===== config.mk =====
export PLATFORM = sky130hd
export DESIGN_NAME = sio_shift_port
export DESIGN_NICKNAME = d
export VERILOG_FILES = /design/src/rtl/sio_pkg.sv /design/src/rtl/sio_clk_gen.sv /design/src/rtl/sio_edge_det.sv /design/src/rtl/sio_shifter.sv /design/src/rtl/sio_shift_port.sv
export SDC_FILE = /design/constraint.sdc
export NUM_CORES = 1
export LEC_CHECK = 0
export BUFFER_PORTS_ARGS = -buffer_cell sky130_fd_sc_hd__buf_2
export CAP_MARGIN = 20
export CORE_MARGIN = 3
export CORE_UTILIZATION = 49
export CTS_CLUSTER_SIZE = 40
export DETAILED_ROUTE_END_ITERATION = 12
export GPL_ROUTABILITY_DRIVEN = 0
export PLACE_DENSITY = 0.8
export SYNTH_ARGS = -nofsm -noshare
export SYNTH_HDL_FRONTEND = slang
export SYNTH_HIERARCHICAL = 1
export SYNTH_SLANG_ARGS = --single-unit

===== constraint.sdc =====
create_clock -name clk_i -period 2.05 [get_ports clk_i]
set_clock_uncertainty 0.15 [all_clocks]
set_input_delay 0.5125 -clock clk_i [delete_from_list [all_inputs] [get_ports clk_i]]
set_output_delay 0.5125 -clock clk_i [all_outputs]
set_load 0.01 [all_outputs]

===== src/rtl/sio_pkg.sv =====
package sio_pkg;
  typedef enum logic [1:0] {
    REG_LO   = 2'd0,
    REG_HI   = 2'd1,
    REG_CTRL = 2'd2,
    REG_STAT = 2'd3
  } sio_reg_e;

  typedef struct packed {
    logic lead;   // edge leaving the idle level: launches data
    logic trail;  // edge returning to idle: ends a clock cycle
  } sio_edge_t;
endpackage


===== src/rtl/sio_clk_gen.sv =====
module sio_clk_gen
  import sio_pkg::*;
#(
  parameter int   CLK_DIV  = 4,
  parameter logic IDLE_LVL = 1'b1
) (
  input  logic      clk_i,
  input  logic      rst_ni,
  input  logic      run_i,
  output sio_edge_t edge_o,
  output logic      sclk_o
);
  localparam int HALF = CLK_DIV / 2;
  localparam int CW   = (HALF > 1) ? $clog2(HALF) : 1;

  logic [CW-1:0] cnt_q;
  logic          phase_q;
  logic          tick;

  assign tick = run_i && (cnt_q == CW'(HALF - 1));

  always_ff @(posedge clk_i or negedge rst_ni) begin
    if (!rst_ni) begin
      cnt_q   <= '0;
      phase_q <= 1'b0;
    end else if (!run_i) begin
      cnt_q   <= '0;
      phase_q <= 1'b0;
    end else if (tick) begin
      cnt_q   <= '0;
      phase_q <= ~phase_q;
    end else begin
      cnt_q <= cnt_q + 1'b1;
    end
  end

  assign edge_o.lead  = tick && !phase_q;
  assign edge_o.trail = tick &&  phase_q;
  assign sclk_o       = phase_q ? ~IDLE_LVL : IDLE_LVL;

  AST_IDLE_LEVEL: assert property (@(posedge clk_i) disable iff (!rst_ni)
    !run_i |=> (sclk_o == IDLE_LVL)) else $error("idle level");
endmodule


===== src/rtl/sio_edge_det.sv =====
module sio_edge_det
  import sio_pkg::*;
#(
  parameter logic NEG_POL = 1'b1
) (
  input  logic      clk_i,
  input  logic      rst_ni,
  input  logic      en_i,
  input  logic      pin_i,
  output sio_edge_t edge_o
);
  localparam logic IDLE_LVL = NEG_POL;

  logic [1:0] sync_q;
  logic       prev_q;
  logic       rise, fall;

  always_ff @(posedge clk_i or negedge rst_ni) begin
    if (!rst_ni) begin
      sync_q <= {2{IDLE_LVL}};
      prev_q <= IDLE_LVL;
    end else begin
      sync_q <= {sync_q[0], pin_i};
      prev_q <= sync_q[1];
    end
  end

  assign rise = sync_q[1] && !prev_q;
  assign fall = !sync_q[1] && prev_q;

  generate
    if (NEG_POL) begin : g_neg
      assign edge_o.lead  = en_i && fall;
      assign edge_o.trail = en_i && rise;
    end else begin : g_pos
      assign edge_o.lead  = en_i && rise;
      assign edge_o.trail = en_i && fall;
    end
  endgenerate

  AST_EDGE_SPACED: assert property (@(posedge clk_i) disable iff (!rst_ni)
    edge_o.lead |=> !edge_o.lead) else $error("edge spacing");
endmodule


===== src/rtl/sio_shifter.sv =====
module sio_shifter
  import sio_pkg::*;
#(
  parameter int NIB_W = 4
) (
  input  logic              clk_i,
  input  logic              rst_ni,
  input  logic              load_lo_i,
  input  logic              load_hi_i,
  input  logic [NIB_W-1:0]  nib_i,
  input  logic              start_i,
  input  logic              lead_samp_i,
  input  sio_edge_t         edge_i,
  input  logic              sdi_i,
  output logic [2*NIB_W-1:0] data_o,
  output logic              sdo_o,
  output logic              done_o
);
  localparam int DATA_W = 2 * NIB_W;
  localparam int BW     = $clog2(DATA_W + 1);

  logic [DATA_W-1:0] sreg_q;
  logic [BW-1:0]     bit_q;
  logic              sdo_q;
  logic              shift_now;

  assign shift_now = lead_samp_i ? edge_i.lead : edge_i.trail;
  assign done_o    = edge_i.trail && (bit_q == BW'(DATA_W - 1));

  always_ff @(posedge clk_i or negedge rst_ni) begin
    if (!rst_ni) begin
      sreg_q <= '0;
    end else if (shift_now) begin
      sreg_q <= {sdi_i, sreg_q[DATA_W-1:1]};
    end else begin
      if (load_lo_i) sreg_q[NIB_W-1:0]      <= nib_i;
      if (load_hi_i) sreg_q[DATA_W-1:NIB_W] <= nib_i;
    end
  end

  always_ff @(posedge clk_i or negedge rst_ni) begin
    if (!rst_ni)          sdo_q <= 1'b0;
    else if (edge_i.lead) sdo_q <= sreg_q[0];
  end

  always_ff @(posedge clk_i or negedge rst_ni) begin
    if (!rst_ni)           bit_q <= '0;
    else if (start_i)      bit_q <= '0;
    else if (edge_i.trail) bit_q <= bit_q + 1'b1;
  end

  assign data_o = sreg_q;
  assign sdo_o  = sdo_q;

  AST_BIT_RANGE: assert property (@(posedge clk_i) disable iff (!rst_ni)
    bit_q <= BW'(DATA_W)) else $error("bit counter range");
endmodule


===== src/rtl/sio_shift_port.sv =====
module sio_shift_port
  import sio_pkg::*;
#(
  parameter int   NIB_W   = 4,
  parameter int   CLK_DIV = 4,
  parameter logic NEG_POL = 1'b1
) (
  input  logic       clk_i,
  input  logic       rst_ni,
  input  logic       wr_en_i,
  input  logic [1:0] wr_addr_i,
  input  logic [3:0] wr_data_i,
  input  logic [1:0] rd_addr_i,
  output logic [3:0] rd_data_o,
  input  logic       sclk_i,
  output logic       sclk_o,
  output logic       sclk_oe_o,
  input  logic       sdi_i,
  output logic       sdo_o,
  output logic       ready_o,
  output logic       irq_o
);
  localparam int   DATA_W   = 2 * NIB_W;
  localparam logic IDLE_LVL = NEG_POL;

  logic busy_q, master_q, lead_samp_q, flag_q, irq_en_q, ready_q;
  logic wr_lo, wr_hi, wr_ctrl, wr_stat, start;
  logic done;
  logic [DATA_W-1:0] data;
  sio_edge_t gen_edge, pin_edge, act_edge;

  assign wr_lo   = wr_en_i && (wr_addr_i == REG_LO)   && !busy_q;
  assign wr_hi   = wr_en_i && (wr_addr_i == REG_HI)   && !busy_q;
  assign wr_ctrl = wr_en_i && (wr_addr_i == REG_CTRL);
  assign wr_stat = wr_en_i && (wr_addr_i == REG_STAT);
  assign start   = wr_ctrl && !busy_q && wr_data_i[0];

  sio_clk_gen #(.CLK_DIV(CLK_DIV), .IDLE_LVL(IDLE_LVL)) u_clk_gen (
    .clk_i  (clk_i),
    .rst_ni (rst_ni),
    .run_i  (busy_q && master_q),
    .edge_o (gen_edge),
    .sclk_o (sclk_o)
  );

  sio_edge_det #(.NEG_POL(NEG_POL)) u_edge_det (
    .clk_i  (clk_i),
    .rst_ni (rst_ni),
    .en_i   (busy_q && !master_q),
    .pin_i  (sclk_i),
    .edge_o (pin_edge)
  );

  assign act_edge = master_q ? gen_edge : pin_edge;

  sio_shifter #(.NIB_W(NIB_W)) u_shifter (
    .clk_i       (clk_i),
    .rst_ni      (rst_ni),
    .load_lo_i   (wr_lo),
    .load_hi_i   (wr_hi),
    .nib_i       (wr_data_i[NIB_W-1:0]),
    .start_i     (start),
    .lead_samp_i (lead_samp_q),
    .edge_i      (act_edge),
    .sdi_i       (sdi_i),
    .data_o      (data),
    .sdo_o       (sdo_o),
    .done_o      (done)
  );

  always_ff @(posedge clk_i or negedge rst_ni) begin
    if (!rst_ni) begin
      busy_q      <= 1'b0;
      master_q    <= 1'b0;
      lead_samp_q <= 1'b0;
    end else if (wr_ctrl && !busy_q) begin
      busy_q      <= wr_data_i[0];
      master_q    <= wr_data_i[1];
      lead_samp_q <= wr_data_i[2];
    end else if (done) begin
      busy_q <= 1'b0;
    end
  end

  always_ff @(posedge clk_i or negedge rst_ni) begin
    if (!rst_ni) begin
      flag_q   <= 1'b0;
      irq_en_q <= 1'b0;
    end else begin
      if (done)                      flag_q <= 1'b1;
      else if (wr_stat && wr_data_i[0]) flag_q <= 1'b0;
      if (wr_stat) irq_en_q <= wr_data_i[1];
    end
  end

  // slave handshake: armed from start until the first launch edge
  always_ff @(posedge clk_i or negedge rst_ni) begin
    if (!rst_ni)                            ready_q <= 1'b0;
    else if (start)                         ready_q <= !wr_data_i[1];
    else if (act_edge.lead || !busy_q)      ready_q <= 1'b0;
  end

  always_comb begin
    unique case (rd_addr_i)
      REG_LO:   rd_data_o = data[NIB_W-1:0];
      REG_HI:   rd_data_o = data[DATA_W-1:NIB_W];
      REG_CTRL: rd_data_o = {1'b0, lead_samp_q, master_q, busy_q};
      default:  rd_data_o = {2'b00, irq_en_q, flag_q};
    endcase
  end

  assign ready_o   = ready_q;
  assign irq_o     = flag_q && irq_en_q;
  assign sclk_oe_o = master_q;

  AST_DONE_SETS_FLAG: assert property (@(posedge clk_i) disable iff (!rst_ni)
    done |=> flag_q) else $error("flag not set");
  AST_FLAG_SOURCE: assert property (@(posedge clk_i) disable iff (!rst_ni)
    $rose(flag_q) |-> $past(done)) else $error("spurious flag");
  AST_READY_DROP: assert property (@(posedge clk_i) disable iff (!rst_ni)
    (busy_q && !master_q && pin_edge.lead) |=> !ready_o) else $error("ready held");
  AST_TRIG_IGNORED: assert property (@(posedge clk_i) disable iff (!rst_ni)
    (busy_q && wr_ctrl && !done) |=> busy_q) else $error("busy write took effect");
endmodule


==> load_flow_metrics.sql <==
INSERT INTO impl_metrics (metric_group, metric, value, unit) VALUES
('sta', 'worstMarginPinSlew', '0.5252', 'ns'),
('routing', 'routedWlPerCell', '17.49', 'um'),
('global_route', 'via_count_of_the_first_global_routing_pass', '928', ''),
('hold_path', 'hold_path_class', 'in2async', ''),
('critical_path', 'crit_fanout', '2', ''),
('yosys', 'synth-async-reset-ratio', '100.0', '%'),
('outcome', 'failed_checks', 'negative hold slack, negative setup slack', ''),
('placed_design', 'io_buffers', '21', ''),
('sta', 'relative_max_transition_margin', '64.99', '%'),
('yosys', 'yosys_most_used_dff', 'sky130_fd_sc_hd__dfrtp_1', ''),
('global_route', 'grt_pass1_wl', '4319', 'um'),
('routing', 'detail_route.first_pass.iterations', '4', ''),
('yosys', 'yosysTopAreaCellShare', '41.63', '%'),
('sta', 'finalCriticalPeriod', '2.125', 'ns'),
('sta', 'drv_slew', '0', ''),
('yosys', 'post_synth_mux_area_share', '29.14', '%'),
('yosys', 'synth_fp_nets', '107', ''),
('layout', 'post_route_cells_drive_above_1_share', '57.81', '%'),
('routing', 'number_of_violations_reported_at_the_end_of_detailed_routing_iteration_0', '24', ''),
('clocking', 'h-tree-depth', '1', ''),
('routing', 'drc_errors', '0', ''),
('power', 'cellLeakagePower', '0.7602', 'nW'),
('layout', 'finish.utilization', '68.21', '%'),
('layout', 'post_layout_nonfiller_instances', '156', ''),
('floorplan', 'floorplan.die.height', '56.76', 'um'),
('critical_path', 'timing.critical_path.from_type', 'flop', ''),
('routing', 'antenna_violating_nets_post_route', '0', ''),
('floorplan', 'rows', '17', ''),
('clocking', 'clock-sinks', '24', ''),
('critical_path', 'critPathArrivalTime', '1.46', 'ns'),
('sta', 'worst_slack', '-0.07535', 'ns'),
('clocking', 'cts-buffers-inserted', '3', ''),
('clocking', 'clkLatencyLatePin', '0.32', 'ns'),
('yosys', 'synth_area_leader_cell', 'sky130_fd_sc_hd__dfrtp_1', ''),
('yosys', 'syn-mean-instance-area', '13.57', 'um^2'),
('yosys', 'synth_top_family_by_area', 'multiplexers', ''),
('critical_path', 'critPathRequiredTime', '1.39', 'ns'),
('yosys', 'synth_cells', '93', ''),
('yosys', 'netlist_top_cells_count', 'sky130_fd_sc_hd__dfrtp_1, sky130_fd_sc_hd__mux2_2, sky130_fd_sc_hd__nor2_1', ''),
('layout', 'areaGrowthSynthToFinish', '25.27', '%'),
('global_route', 'grt_max_degree', '25', ''),
('yosys', 'synth.top_cells.by_area', 'sky130_fd_sc_hd__dfrtp_1, sky130_fd_sc_hd__mux2_2, sky130_fd_sc_hd__dfstp_2', ''),
('yosys', 'netlist-cell-type-count', '33', ''),
('outcome', 'run_status', 'complete, but fails checks', ''),
('sta', 'setup-violations-final', '2', ''),
('yosys', 'synth_compound_gate_area_share', '4.460', '%'),
('placed_design', 'place_hpwl', '1864', 'um'),
('routing', 'viasPerCell', '5.686', ''),
('yosys', 'yosys.area_share.simple', '14.27', '%'),
('floorplan', 'floorplan.die.width', '56.76', 'um'),
('sta', 'rsz0062_at_grt', 'yes', ''),
('critical_path', 'end_kind', 'output port', ''),
('clocking', 'cts_buffer_depth', '2', ''),
('layout', 'finish.net_count', '143', ''),
('routing', 'route.vias.total', '887', ''),
('sta', 'post-route-period-util', '103.7', '%'),
('global_route', 'global_route.usage.total', '17.75', '%'),
('floorplan', 'fp.dieArea', '3222', 'um^2'),
('placed_design', 'numPlacedInstances', '146', ''),
('clocking', 'ctsRootBufferMaster', 'sky130_fd_sc_hd__clkbuf_4', ''),
('placed_design', 'worst_setup_timing_slack_at_the_placement_stage', '0.03340', 'ns'),
('floorplan', 'design.portCount', '22', ''),
('power', 'power_density', '1287', 'nW/um^2'),
('sta', 'timing.final.hold_violations', '13', ''),
('floorplan', 'fp.coreArea', '2318', 'um^2'),
('yosys', 'ys_seq_area_share', '47.87', '%'),
('floorplan', 'start_util', '54.45', '%'),
('yosys', 'syn_area', '1262', 'um^2'),
('placed_design', 'placement.cell_area', '1433', 'um^2'),
('sta', 'fmax', '0.4705', 'GHz'),
('sta', 'finalHoldWorstSlack', '-0.002897', 'ns');
## power by group
group	switching (mW)	internal (mW)
sequential	0.160	0.661
combinational	0.345	0.617
clock	0.144	0.109
## layout make-up
class                           count  area, um^2  share of cell area, %
Clock buffer                        4       36.28                  2.294
Timing Repair Buffer               33       222.7                  14.08
Sequential cell                    24       605.6                  38.29
Multi-Input combinational cell     65       674.4                  42.64
Tap cell                           28       35.03                  2.215
Inverter                            2       7.507                 0.4747
## cells by family (layout without fill, tap and decap cells)
group                      Yosys count  after routing
AOI/OAI and AO/OA                    6              6
buffers and inverters                4             39
xor gates and xnor gates             2              2
adders and majority gates            1              1
DFF                                 24             24
muxes                               29             29
and+or+nand+nor                     27             27
## layout by cell type (no fill, tap or decap), types with 3 or more instances in the layout
cell type and n:
sky130_fd_sc_hd__and2_1 3, sky130_fd_sc_hd__buf_2 19, sky130_fd_sc_hd__buf_4 8, sky130_fd_sc_hd__buf_6 6, sky130_fd_sc_hd__clkbuf_4 3, sky130_fd_sc_hd__dfrtp_1 20
sky130_fd_sc_hd__dfstp_2 3, sky130_fd_sc_hd__mux2_2 11, sky130_fd_sc_hd__mux2_4 11, sky130_fd_sc_hd__mux2i_1 3, sky130_fd_sc_hd__nor2_1 6, sky130_fd_sc_hd__nor2b_1 4
## metal layers
layer | global-route usage [%] | vias up | wire [um]
met2 | 29.21 | 27 | 1342
met1 | 21.85 | 438 | 1177
li1 | - | 413 | -
met4 | 9.934 | 0 | 90
met5 | 0 | - | 0
met3 | 2.989 | 9 | 118
## worst max-delay path: stages, from the launching register on
cell and delay [ns]:
sky130_fd_sc_hd__dfrtp_1 0.41, sky130_fd_sc_hd__buf_6 0.12, sky130_fd_sc_hd__mux4_2 0.48, sky130_fd_sc_hd__buf_6 0.14
## worst paths after layout
check / slack [ns] / endpoint / cells past startpoint / startpoint
max reg2reg: 0.01 / u_shifter/data_o[1] / 7 / busy_q
min reg2reg: 0.22 / u_edge_det/sync_q[1] / 0 / u_edge_det/sync_q[0]
max in group asynchronous: 1.37 / sclk_oe_o / 1 / rst_ni
min in group clk_i: 0.13 / u_edge_det/sync_q[0] / 1 / sclk_i
min: -0.003 / u_shifter/data_o[0] / 1 / rst_ni
max: -0.08 / rd_data_o[0] / 3 / busy_q
## what timing repair did
item,in CTS,in global routing
gates resized for setup,4,13
setup endpoints to repair,2,11
setup buffers,6,0
Note: power is estimated with default switching activity, not from simulation.
